<file path="config.mk">
export PLATFORM = sky130hd
export DESIGN_NAME = fetch_sampler
export DESIGN_NICKNAME = d
export VERILOG_FILES = /design/src/rtl/fsu_pkg.sv /design/src/rtl/fsu_sat_cnt.sv /design/src/rtl/fsu_period.sv /design/src/rtl/fsu_tracker.sv /design/src/rtl/fetch_sampler.sv
export SDC_FILE = /design/constraint.sdc
export NUM_CORES = 1
export LEC_CHECK = 0
export ABC_AREA = 1
export BUFFER_PORTS_ARGS = -buffer_cell sky130_fd_sc_hd__buf_2
export CORE_MARGIN = 1
export CORE_UTILIZATION = 40
export CTS_CLUSTER_DIAMETER = 40
export DETAILED_ROUTE_END_ITERATION = 8
export PLACE_DENSITY_LB_ADDON = 0.25
export RECOVER_POWER = 50
export SLEW_MARGIN = 20
export SYNTH_ARGS = -nofsm -noshare
export SYNTH_HDL_FRONTEND = slang
export SYNTH_SLANG_ARGS = --single-unit
export TNS_END_PERCENT = 100
</file>
<file path="constraint.sdc">
create_clock -name clk -period 2.8 [get_ports clk]
set_input_delay 0.14 -clock clk [delete_from_list [all_inputs] [get_ports clk]]
set_output_delay 0.14 -clock clk [all_outputs]
set_load 0.05 [all_outputs]
</file>
<file path="src/rtl/fsu_pkg.sv">
package fsu_pkg;
   typedef enum logic [1:0] {
      ST_COUNT = 2'd0,
      ST_HUNT  = 2'd1,
      ST_TRACK = 2'd2,
      ST_HOLD  = 2'd3
   } fsu_state_e;

   typedef struct packed {
      logic completed;
      logic killed;
      logic l1_miss;
      logic l2_miss;
      logic page_2m;
      logic ic_miss;
   } fsu_flags_t;
endpackage

</file>
<file path="src/rtl/fsu_sat_cnt.sv">
module fsu_sat_cnt #(
   parameter int W        = 8,
   parameter bit SATURATE = 1'b1
) (
   input  logic         clk,
   input  logic         rst_n,
   input  logic         clr,
   input  logic         en,
   output logic [W-1:0] val,
   output logic [W-1:0] val_inc
);
   localparam logic [W-1:0] TOP = {W{1'b1}};

   generate
      if (SATURATE) begin : g_sat
         assign val_inc = (val == TOP) ? TOP : val + 1'b1;
      end else begin : g_wrap
         assign val_inc = val + 1'b1;
      end
   endgenerate

   always_ff @(posedge clk or negedge rst_n) begin
      if (!rst_n)    val <= '0;
      else if (clr)  val <= '0;
      else if (en)   val <= val_inc;
   end
endmodule

</file>
<file path="src/rtl/fsu_period.sv">
module fsu_period #(
   parameter int PERIOD_W = 16
) (
   input  logic                clk,
   input  logic                rst_n,
   input  logic                restart,
   input  logic                count_en,
   input  logic [PERIOD_W-1:0] period_max,
   output logic                reached
);
   logic [PERIOD_W-1:0] cnt_val;
   logic [PERIOD_W-1:0] cnt_inc;
   logic [PERIOD_W-1:0] eff_max;
   logic [PERIOD_W:0]   next_cnt;

   assign eff_max  = (period_max == '0) ? {{(PERIOD_W-1){1'b0}}, 1'b1} : period_max;
   assign next_cnt = {1'b0, cnt_val} + 1'b1;
   assign reached  = count_en && (next_cnt >= {1'b0, eff_max});

   fsu_sat_cnt #(.W(PERIOD_W), .SATURATE(1'b1)) u_cnt (
      .clk     (clk),
      .rst_n   (rst_n),
      .clr     (restart | reached),
      .en      (count_en),
      .val     (cnt_val),
      .val_inc (cnt_inc)
   );


   period_restart_chk: assert property (@(posedge clk) disable iff (!rst_n)
      reached |=> (cnt_val == '0));
endmodule

</file>
<file path="src/rtl/fsu_tracker.sv">
module fsu_tracker #(
   parameter int ID_W  = 4,
   parameter int LAT_W = 12
) (
   input  logic             clk,
   input  logic             rst_n,
   input  logic             tag,
   input  logic [ID_W-1:0]  tag_id,
   input  logic             active,
   input  logic             xlat_vld,
   input  logic [ID_W-1:0]  xlat_id,
   input  logic             xlat_l1_miss,
   input  logic             xlat_l2_miss,
   input  logic             xlat_page_2m,
   input  logic             ic_vld,
   input  logic [ID_W-1:0]  ic_id,
   input  logic             ic_miss,
   input  logic             refill_stall,
   input  logic             done_vld,
   input  logic [ID_W-1:0]  done_id,
   input  logic             abort_vld,
   input  logic [ID_W-1:0]  abort_id,
   output logic             end_hit,
   output fsu_pkg::fsu_flags_t flags_n,
   output logic [LAT_W-1:0] lat_n,
   output logic [LAT_W-1:0] refill_n
);
   logic [ID_W-1:0] id_q;
   logic            reached_q, l1_q, l2_q, p2m_q;
   logic            icseen_q, icm_q;
   logic            xlat_hit, ic_hit, done_hit, abort_hit;
   logic            xlat_first, ic_first;
   logic [LAT_W-1:0] lat_val, lat_inc, ref_val, ref_inc;

   assign xlat_hit  = active && xlat_vld  && (xlat_id  == id_q);
   assign ic_hit    = active && ic_vld    && (ic_id    == id_q);
   assign done_hit  = active && done_vld  && (done_id  == id_q);
   assign abort_hit = active && abort_vld && (abort_id == id_q);
   assign xlat_first = xlat_hit && !reached_q;
   assign ic_first   = ic_hit && !icseen_q;
   assign end_hit    = done_hit || abort_hit;

   always_ff @(posedge clk or negedge rst_n) begin
      if (!rst_n) begin
         id_q      <= '0;
         reached_q <= 1'b0;
         l1_q      <= 1'b0;
         l2_q      <= 1'b0;
         p2m_q     <= 1'b0;
         icseen_q  <= 1'b0;
         icm_q     <= 1'b0;
      end else if (tag) begin
         id_q      <= tag_id;
         reached_q <= 1'b0;
         l1_q      <= 1'b0;
         l2_q      <= 1'b0;
         p2m_q     <= 1'b0;
         icseen_q  <= 1'b0;
         icm_q     <= 1'b0;
      end else begin
         if (xlat_first) begin
            reached_q <= 1'b1;
            l1_q      <= xlat_l1_miss;
            l2_q      <= xlat_l2_miss;
            p2m_q     <= xlat_page_2m;
         end
         if (ic_first) begin
            icseen_q <= 1'b1;
            icm_q    <= ic_miss;
         end
      end
   end

   fsu_sat_cnt #(.W(LAT_W), .SATURATE(1'b1)) u_lat (
      .clk     (clk),
      .rst_n   (rst_n),
      .clr     (tag),
      .en      (active),
      .val     (lat_val),
      .val_inc (lat_inc)
   );

   fsu_sat_cnt #(.W(LAT_W), .SATURATE(1'b1)) u_refill (
      .clk     (clk),
      .rst_n   (rst_n),
      .clr     (tag),
      .en      (active && refill_stall),
      .val     (ref_val),
      .val_inc (ref_inc)
   );

   always_comb begin
      flags_n.completed = done_hit;
      flags_n.killed    = !(reached_q || xlat_hit);
      flags_n.l1_miss   = xlat_first ? xlat_l1_miss : l1_q;
      flags_n.l2_miss   = xlat_first ? xlat_l2_miss : l2_q;
      flags_n.page_2m   = xlat_first ? xlat_page_2m : p2m_q;
      flags_n.ic_miss   = ic_first ? ic_miss : icm_q;
      lat_n    = lat_inc;
      refill_n = refill_stall ? ref_inc : ref_val;
   end


   refill_bound_chk: assert property (@(posedge clk) disable iff (!rst_n)
      ref_val <= lat_val);
endmodule

</file>
<file path="src/rtl/fetch_sampler.sv">
module fetch_sampler #(
   parameter int ID_W     = 4,
   parameter int ADDR_W   = 48,
   parameter int PERIOD_W = 16,
   parameter int LAT_W    = 12
) (
   input  logic                clk,
   input  logic                rst_n,
   input  logic [PERIOD_W-1:0] period_max,
   input  logic                start_vld,
   input  logic [ID_W-1:0]     start_id,
   input  logic [ADDR_W-1:0]   start_addr,
   input  logic                xlat_vld,
   input  logic [ID_W-1:0]     xlat_id,
   input  logic                xlat_l1_miss,
   input  logic                xlat_l2_miss,
   input  logic                xlat_page_2m,
   input  logic                ic_vld,
   input  logic [ID_W-1:0]     ic_id,
   input  logic                ic_miss,
   input  logic                refill_stall,
   input  logic                done_vld,
   input  logic [ID_W-1:0]     done_id,
   input  logic                abort_vld,
   input  logic [ID_W-1:0]     abort_id,
   input  logic                sw_clear,
   output logic                smp_valid,
   output logic                smp_irq,
   output logic [ADDR_W-1:0]   smp_addr,
   output logic                smp_completed,
   output logic                smp_killed,
   output logic                smp_l1_miss,
   output logic                smp_l2_miss,
   output logic                smp_page_2m,
   output logic                smp_ic_miss,
   output logic [LAT_W-1:0]    smp_latency,
   output logic [LAT_W-1:0]    smp_refill
);
   import fsu_pkg::*;

   generate
      if (ID_W < 1 || ID_W > 16) begin : g_bad_id
         $error("fetch_sampler: ID_W out of range");
      end
      if (ADDR_W < 8) begin : g_bad_addr
         $error("fetch_sampler: ADDR_W too small");
      end
      if (PERIOD_W < 2 || PERIOD_W > 32) begin : g_bad_period
         $error("fetch_sampler: PERIOD_W out of range");
      end
      if (LAT_W < 4 || LAT_W > 32) begin : g_bad_lat
         $error("fetch_sampler: LAT_W out of range");
      end
   endgenerate

   fsu_state_e         state_q, state_d;
   logic               reached, tag, capture, clear_ok;
   logic [ADDR_W-1:0]  tag_addr_q;
   logic               end_hit;
   fsu_flags_t         flags_n, flags_q;
   logic [LAT_W-1:0]   lat_n, refill_n;

   assign tag      = (state_q == ST_HUNT) && start_vld;
   assign capture  = (state_q == ST_TRACK) && end_hit;
   assign clear_ok = (state_q == ST_HOLD) && sw_clear;

   always_comb begin
      state_d = state_q;
      unique case (state_q)
         ST_COUNT: if (reached)  state_d = ST_HUNT;
         ST_HUNT:  if (tag)      state_d = ST_TRACK;
         ST_TRACK: if (capture)  state_d = ST_HOLD;
         ST_HOLD:  if (clear_ok) state_d = ST_COUNT;
         default:                state_d = ST_COUNT;
      endcase
   end

   always_ff @(posedge clk or negedge rst_n) begin
      if (!rst_n) state_q <= ST_COUNT;
      else        state_q <= state_d;
   end

   fsu_period #(.PERIOD_W(PERIOD_W)) u_period (
      .clk        (clk),
      .rst_n      (rst_n),
      .restart    (clear_ok),
      .count_en   ((state_q == ST_COUNT) && done_vld),
      .period_max (period_max),
      .reached    (reached)
   );

   fsu_tracker #(.ID_W(ID_W), .LAT_W(LAT_W)) u_track (
      .clk          (clk),
      .rst_n        (rst_n),
      .tag          (tag),
      .tag_id       (start_id),
      .active       (state_q == ST_TRACK),
      .xlat_vld     (xlat_vld),
      .xlat_id      (xlat_id),
      .xlat_l1_miss (xlat_l1_miss),
      .xlat_l2_miss (xlat_l2_miss),
      .xlat_page_2m (xlat_page_2m),
      .ic_vld       (ic_vld),
      .ic_id        (ic_id),
      .ic_miss      (ic_miss),
      .refill_stall (refill_stall),
      .done_vld     (done_vld),
      .done_id      (done_id),
      .abort_vld    (abort_vld),
      .abort_id     (abort_id),
      .end_hit      (end_hit),
      .flags_n      (flags_n),
      .lat_n        (lat_n),
      .refill_n     (refill_n)
   );

   always_ff @(posedge clk or negedge rst_n) begin
      if (!rst_n) begin
         tag_addr_q  <= '0;
         smp_valid   <= 1'b0;
         smp_irq     <= 1'b0;
         smp_addr    <= '0;
         flags_q     <= '0;
         smp_latency <= '0;
         smp_refill  <= '0;
      end else begin
         smp_irq <= capture;
         if (tag) tag_addr_q <= start_addr;
         if (capture) begin
            smp_valid   <= 1'b1;
            smp_addr    <= tag_addr_q;
            flags_q     <= flags_n;
            smp_latency <= lat_n;
            smp_refill  <= refill_n;
         end else if (clear_ok) begin
            smp_valid <= 1'b0;
         end
      end
   end

   assign smp_completed = flags_q.completed;
   assign smp_killed    = flags_q.killed;
   assign smp_l1_miss   = flags_q.l1_miss;
   assign smp_l2_miss   = flags_q.l2_miss;
   assign smp_page_2m   = flags_q.page_2m;
   assign smp_ic_miss   = flags_q.ic_miss;


   irq_pulse_chk: assert property (@(posedge clk) disable iff (!rst_n)
      smp_irq |=> !smp_irq);


   hold_stable_chk: assert property (@(posedge clk) disable iff (!rst_n)
      (smp_valid && !sw_clear) |=> (smp_valid && $stable(smp_addr) && $stable(smp_latency)));


   no_tag_pending_chk: assert property (@(posedge clk) disable iff (!rst_n)
      tag |-> !smp_valid);


   clear_drop_chk: assert property (@(posedge clk) disable iff (!rst_n)
      (smp_valid && sw_clear) |=> !smp_valid);


   refill_le_lat_chk: assert property (@(posedge clk) disable iff (!rst_n)
      smp_valid |-> (smp_refill <= smp_latency));
endmodule

</file>
==> results_dict.tcl, run 1 <==
set metrics [dict create \
    synth_top_area_cell "dfrtp_1" \
    via_count 7823 \
    status "finished with violations" \
    ys_seq_area_share_pct 51.5 \
    start_util_pct 41.2 \
    synth_most_common_cell "nand2_1" \
    clockBufferDepth 2 \
    clk_pin_slew_ps 70 \
    clock_skew_ps 14.7 \
    leakage_nw 5.98 \
    syn_avg_cell_area_um2 7.93 \
    rsz0062_at_grt "yes" \
    hold_path_class "in -> reg" \
    setup_viol 0 \
    synth_top_cell_area_share_pct 51.5 \
    die-width_um 150 \
    crit_path_start_kind "flop" \
    final_layout_size_suffix_gt1_share_pct 17.2 \
    cts_sinks 180 \
    grt_pass1_vias 7741 \
    root_buffer "clkbuf_16" \
    syn_inst 1104 \
    fill_cells 2019 \
    final-max-slew-violation-count 67 \
    antenna_found_initial 0 \
    wl_per_cell_um 14.1 \
    synthDistinctLibCells 36 \
    dieArea_um2 22500 \
    cts_buffers 17 \
    syn_nets 1224 \
    ant_nets 0 \
    synth_simple_gate_area_share_pct 28.4 \
    muxShareOfSynthArea_pct 0 \
    worst-endpoint-arrival_ps 2950 \
    worst_path_most_repeated_cell "nand2_2" \
    postRouteWirelength_um 22800 \
    fin_crit_sh_pct 95.9 \
    grt_max_degree 67 \
    hold_violations 0 \
    hpwl_um 14900 \
    async_flop_share_pct 100 \
    slowest_stage "dfrtp_1" \
    row_count 53 \
    gp_congestion 0.869 \
    dominantRegCellSynth "dfrtp_1" \
    synthTopCellsByArea "dfrtp_1, nand2_1, inv_1" \
    cp_top_family "simple AND/OR/NAND/NOR gates" \
    cts_tree "done" \
    path_buf_inv 2 \
    fmax_mhz 373 \
    maxCapViolations 1 \
    synth-compound-area-share_pct 8.25 \
    fp.coreArea_um2 21200 \
    yosysWarningCount 0 \
    yosys.area_share.adder_pct 3.29 \
    p_per_area_nw_per_um2 1020 \
    critPathCaptureType "flop" \
    relSlewSlack_pct -11.9 \
    io_pins 177 \
    worst_pin_slew_ps 1680 \
    grt_pass1_wl_um 37100 \
    synth_xor_area_share_pct 1.40 \
    synthTopCellsByCount "nand2_1, dfrtp_1, inv_1" \
    drc 0 \
    insertion_delay_ps 420 \
    ys_ff_latch 180 \
    failed_checks "capacitance limit, slew limit" \
    final.setup.tns_ps 0 \
    slowest_delay_ps 400 \
    nets 1452 \
    post-place-ws_ps -19.9 \
    track_usage_pct 20.9 \
    vias_per_cell 4.83 \
    crit_fanout 7 \
    grt_overflow 0 \
    syn_area_um2 8750 \
    cts_max_level 4 \
    numPortBuffers 176 \
    synth_top_family_by_area "simple AND/OR/NAND/NOR gates" \
    synth_edf_count 0 \
    timing.setup.critical_path_class "reg -> reg" \
    dr.pass1.iters 4 \
    area_growth_pct 27.7 \
    layout_setup_ws_ps 116 \
    path_cells "ha_2 > nand2_2 > nor2_4 > inv_2 > nor2_4 > nand2_4 > o21ai_4 > nand2_2 > ha_4 > nand2_2 > inv_1 > nand2_1 > nor2_2 > nand2_1 > nand3_1 > nor2_1 > nand2_2 > nand2_8 > nand2_8 > o22ai_2" \
    die_h_um 150 \
    fin_crit_ps 2680 \
    cp.required_ps 3060 \
    vdd_drop_max_v 0.000798 \
    drtIter0Drc 358 \
]
[cell families after synthesis]
group / Yosys count
compound gates: 120
xor+xnor: 14
fa+ha+maj: 23
buf+inv: 153
flops: 180
simple gates: 614
[report_power, final]
part	internal [mW]	total, mW	switching (mW)
Sequential	3.56	4.18	0.622
Combinational	1.23	4.71	3.48
Clock	1.33	2.47	1.14
[final timing paths]
check                           slack (ps)                            endpoint  cells past startpoint                              start
worst max register to register         120   u_period.u_cnt.val[4]$_DFFE_PN0P_                     20  u_period.u_cnt.val[1]$_DFFE_PN0P_
min in group asynchronous              680  u_period.u_cnt.val[14]$_DFFE_PN0P_                      2                              rst_n
worst min-delay path                    50              u_track.l1_q$_DFF_PN0_                      5                       xlat_l1_miss
worst min register to register         470            smp_addr[14]$_DFFE_PN0P_                      2           smp_addr[14]$_DFFE_PN0P_
max in group asynchronous              440             smp_ic_miss$_DFFE_PN0P_                      3                              rst_n
worst max-delay path                   120   u_period.u_cnt.val[4]$_DFFE_PN0P_                     20  u_period.u_cnt.val[1]$_DFFE_PN0P_
[per-stage QoR]
stage	cell area (um^2)	std cells	utilization (%)	hold slack (ps)	total power, mW
global placement	9940	1531	46.9	187	8.74
CTS	11100	1616	52.2	36.2	11.4
floorplan	8750	1104	-	-156	7.54
detailed placement	9940	1531	46.9	191	8.85
global route	11200	1620	52.7	69.3	12.1
finish	11200	1621	52.7	49.3	11.4
[cell type report]
class / count / area [um^2] / area share (%)
sequential: 180 / 4500 / 40.3
clock inverter: 13 / 154 / 1.38
tap: 275 / 344 / 3.08
inverter: 116 / 435 / 3.89
timing repair buffer: 245 / 1500 / 13.4
clock buffer: 19 / 453 / 4.05
multi-input combinational: 772 / 3790 / 33.9
antenna: 1 / 2.50 / 0.0224
[worst reg2reg max path, stage by stage (launching register included)]
cell and delay (ps):
dfrtp_1 400, ha_2 210, nand2_2 80, nor2_4 130, inv_2 60, nor2_4 140, nand2_4 100, o21ai_4 170
nand2_2 80, ha_4 270, nand2_2 60, inv_1 50, nand2_1 50, nor2_2 90, nand2_1 60, nand3_1 60
nor2_1 50, nand2_2 160, nand2_8 110, nand2_8 130, o22ai_2 80
[cell usage in the layout (no fill, tap or decap), types with 3 or more instances in the layout]
cell and count:
inv_8 5, inv_6 4, nand2_1 482, clkbuf_2 3, o21ai_1 7, o211ai_1 3, o22ai_2 10, xor2_1 11
dfrtp_1 180, nor4_1 7, ha_4 3, inv_1 108, o22ai_1 13, nand2_2 12, clkbuf_1 51, inv_2 7
a31oi_1 3, nor2_2 4, dlygate4sd3_1 53, ha_1 19, nand3_2 3, buf_12 3, nand3_1 39, clkbuf_16 17
nor3_1 7, buf_4 11, or2_2 3, xnor2_1 3, o21ai_0 39, a21oi_1 36, nor2_1 37, buf_2 124
nand4_1 10, nand2_8 3, nor2_4 4
[repair_timing]
item                                    CTS  global route
pin swaps                                 0            15
hold endpoints to repair                115             0
hold buffers                             53             0
endpoints found under the setup margin    3            18
gates resized for setup                   1            33
buffers inserted                          0             3
gates cloned                              0             1
[routing by layer]
| metal | routed length (um) | up-vias | GRT usage [%] |
|---|---|---|---|
| met3 | 1320 | 13 | 5.18 |
| met4 | 208 | 0 | 5.35 |
| met2 | 11200 | 174 | 35.7 |
| li1 | - | 3931 | - |
| met5 | 0 | - | 0 |
| met1 | 10100 | 3705 | 26.2 |
[sequential cells by signal, indices dropped and copies added (netlist names), 2 cells and up]
register	count
u_track.id_q	4
u_track.u_refill.val	12
smp_addr	48
u_track.u_lat.val	12
smp_refill	12
smp_latency	12
tag_addr_q	48
state_q	2
u_period.u_cnt.val	16
Power figures use the tool's default switching activity.
==> run 2, diff against run 1 <==
==> constraint.sdc (replaced) <==
create_clock -name clk -period 2.8 [get_ports clk]
set_input_delay 0.7 -clock clk [delete_from_list [all_inputs] [get_ports clk]]
set_output_delay 0.7 -clock clk [all_outputs]
set_load 0.05 [all_outputs]
==> results_dict.tcl, run 2 (synthesis results as in run 1) <==
set metrics [dict create \
    clockBufferDepth 2 \
    die-width_um 150 \
    final_common_cell "nand2_1" \
    hold_path_depth 3 \
    hold_violations 0 \
    via_count 7518 \
    timing.setup.critical_path_class "reg -> reg" \
    worst-endpoint-arrival_ps 3080 \
    crit_path_start_kind "flop" \
    io_pins 177 \
    cts_max_level 4 \
    cts_hold_buf 0 \
    clk_pin_slew_ps 80 \
    fin_crit_ps 2760 \
    reg2regPathDepth 18 \
    multi_input_area_um2 3820 \
    fill_cells 2091 \
    largestRegisters "smp_addr x48, tag_addr_q x48, u_period.u_cnt.val x16" \
    drtIter0Drc 340 \
    status "complete, no violations" \
    vdd_drop_max_v 0.000801 \
    cts_sinks 180 \
    hpwl_um 14900 \
    grt_pass1_vias 7267 \
    final.setup.tns_ps 0 \
    grt_pass1_wl_um 35900 \
    cts_tree "done" \
    gp_congestion 0.855 \
    relSlewSlack_pct 2.34 \
    maxCapViolations 0 \
    hold_path_class "in -> reg" \
    vias_per_cell 4.79 \
    register_area_um2 4500 \
    crit_fanout 4 \
    post-place-ws_ps 1.41 \
    row_count 53 \
    dieArea_um2 22500 \
    final_layout_size_suffix_gt1_share_pct 20.3 \
    final-max-slew-violation-count 0 \
    postRouteWirelength_um 22100 \
    fin_util_pct 50.4 \
    setup_viol 0 \
    die_h_um 150 \
    fin_crit_sh_pct 98.6 \
    grt_overflow 0 \
    leakage_nw 5.86 \
    track_usage_pct 20.4 \
    cp.required_ps 3120 \
    antenna_found_initial 3 \
    clock_skew_ps 13.5 \
    fmax_mhz 362 \
    start_util_pct 41.2 \
    dr.pass1.iters 5 \
    layout_setup_ws_ps 38.0 \
    nets 1402 \
    rsz0062_at_grt "yes" \
    worst_pin_slew_ps 1460 \
    ant_nets 0 \
    root_buffer "clkbuf_16" \
    drc 0 \
    grt_max_degree 63 \
    insertion_delay_ps 430 \
    p_per_area_nw_per_um2 1050 \
    area_growth_pct 22.2 \
    fp.coreArea_um2 21200 \
    critPathCaptureType "flop" \
    numPortBuffers 176 \
    cts_buffers 17 \
    wl_per_cell_um 14.1 \
    final_cell_mix "nand2_1, dfrtp_1, buf_2, inv_1, nand3_1" \
]
run 2: cell types whose count changed in the layout (fill, tap and decap cells not counted), moves of 3 or more:
cell | before | now
dlygate4sd3_1 | 53 | 0
buf_2 | 124 | 145
clkbuf_1 | 51 | 30
inv_6 | 4 | 7
run 2: worst max-delay path, cell delays in order (launching register included):
cell,delay [ps]
dfrtp_1,410
ha_2,220
nand2_2,80
nor2_4,130
inv_2,70
nor2_4,160
nand2_4,100
xor2_2,160
inv_2,70
ha_4,260
nand2_1,70
nor4_1,300
nand2_1,110
nand2_2,140
nand2_8,110
nand2_4,100
nand2_2,50
nand2_1,60
nand2_1,60
run 2: where the power goes:
| part | leakage, nW | internal [mW] | switching, mW | total, mW |
|---|---|---|---|---|
| clock network | 0.288 | 1.27 | 1.13 | 2.40 |
| registers | 2.37 | 3.56 | 0.599 | 4.15 |
| logic | 3.20 | 1.23 | 3.45 | 4.67 |
run 2: worst paths after layout:
check,from,endpoint,slack (ps)
setup / recovery,u_period.u_cnt.val[1]$_DFFE_PN0P_,state_q[0]$_DFFE_PN0P_,40
hold / removal,start_addr[27],tag_addr_q[27]$_DFFE_PN0P_,450
setup reg to reg,u_period.u_cnt.val[1]$_DFFE_PN0P_,state_q[0]$_DFFE_PN0P_,40
hold reg to reg,smp_addr[29]$_DFFE_PN0P_,smp_addr[29]$_DFFE_PN0P_,470
max in group asynchronous,rst_n,smp_addr[36]$_DFFE_PN0P_,600
min in group asynchronous,rst_n,u_period.u_cnt.val[14]$_DFFE_PN0P_,620
run 2: area by class of cell:
class	count	area share, %
Timing Repair Buffer	195	9.40
Multi-Input combinational cell	772	35.7
Sequential cell	180	42.1
Tap cell	275	3.22
Clock inverter	14	1.45
Inverter	116	4.07
Antenna cell	2	0.0468
Clock buffer	17	3.98
run 2: what timing repair did:
| item | in CTS | in global routing |
|---|---|---|
| cloned | 0 | 1 |
| pin swaps | 0 | 24 |
| hold endpoints to repair | 0 | 0 |
| resized for setup | 1 | 45 |
| setup endpoints to repair | 2 | 18 |
| buffers inserted | 0 | 2 |
run 2: stage by stage:
stage               std cells  instance area [um^2]  hold WS (ps)  power (mW)
floorplan                1104                  8750           404        7.54
detailed placement       1535                  9970           453        8.84
finish                   1571                 10700           451        11.2
global route             1570                 10700           441        12.0
global placement         1535                  9970           449        8.75
CTS                      1566                 10600           251        11.3
run 2: per-layer routing:
| metal | share of wire (%) | GRT usage (%) | wire length (um) |
|---|---|---|---|
| met3 | 6.6 | 6.16 | 1470 |
| met1 | 46 | 26.2 | 10200 |
| met5 | 0.077 | 0 | 17 |
| met4 | 1.1 | 5.25 | 241 |
| met2 | 46 | 33.1 | 10300 |
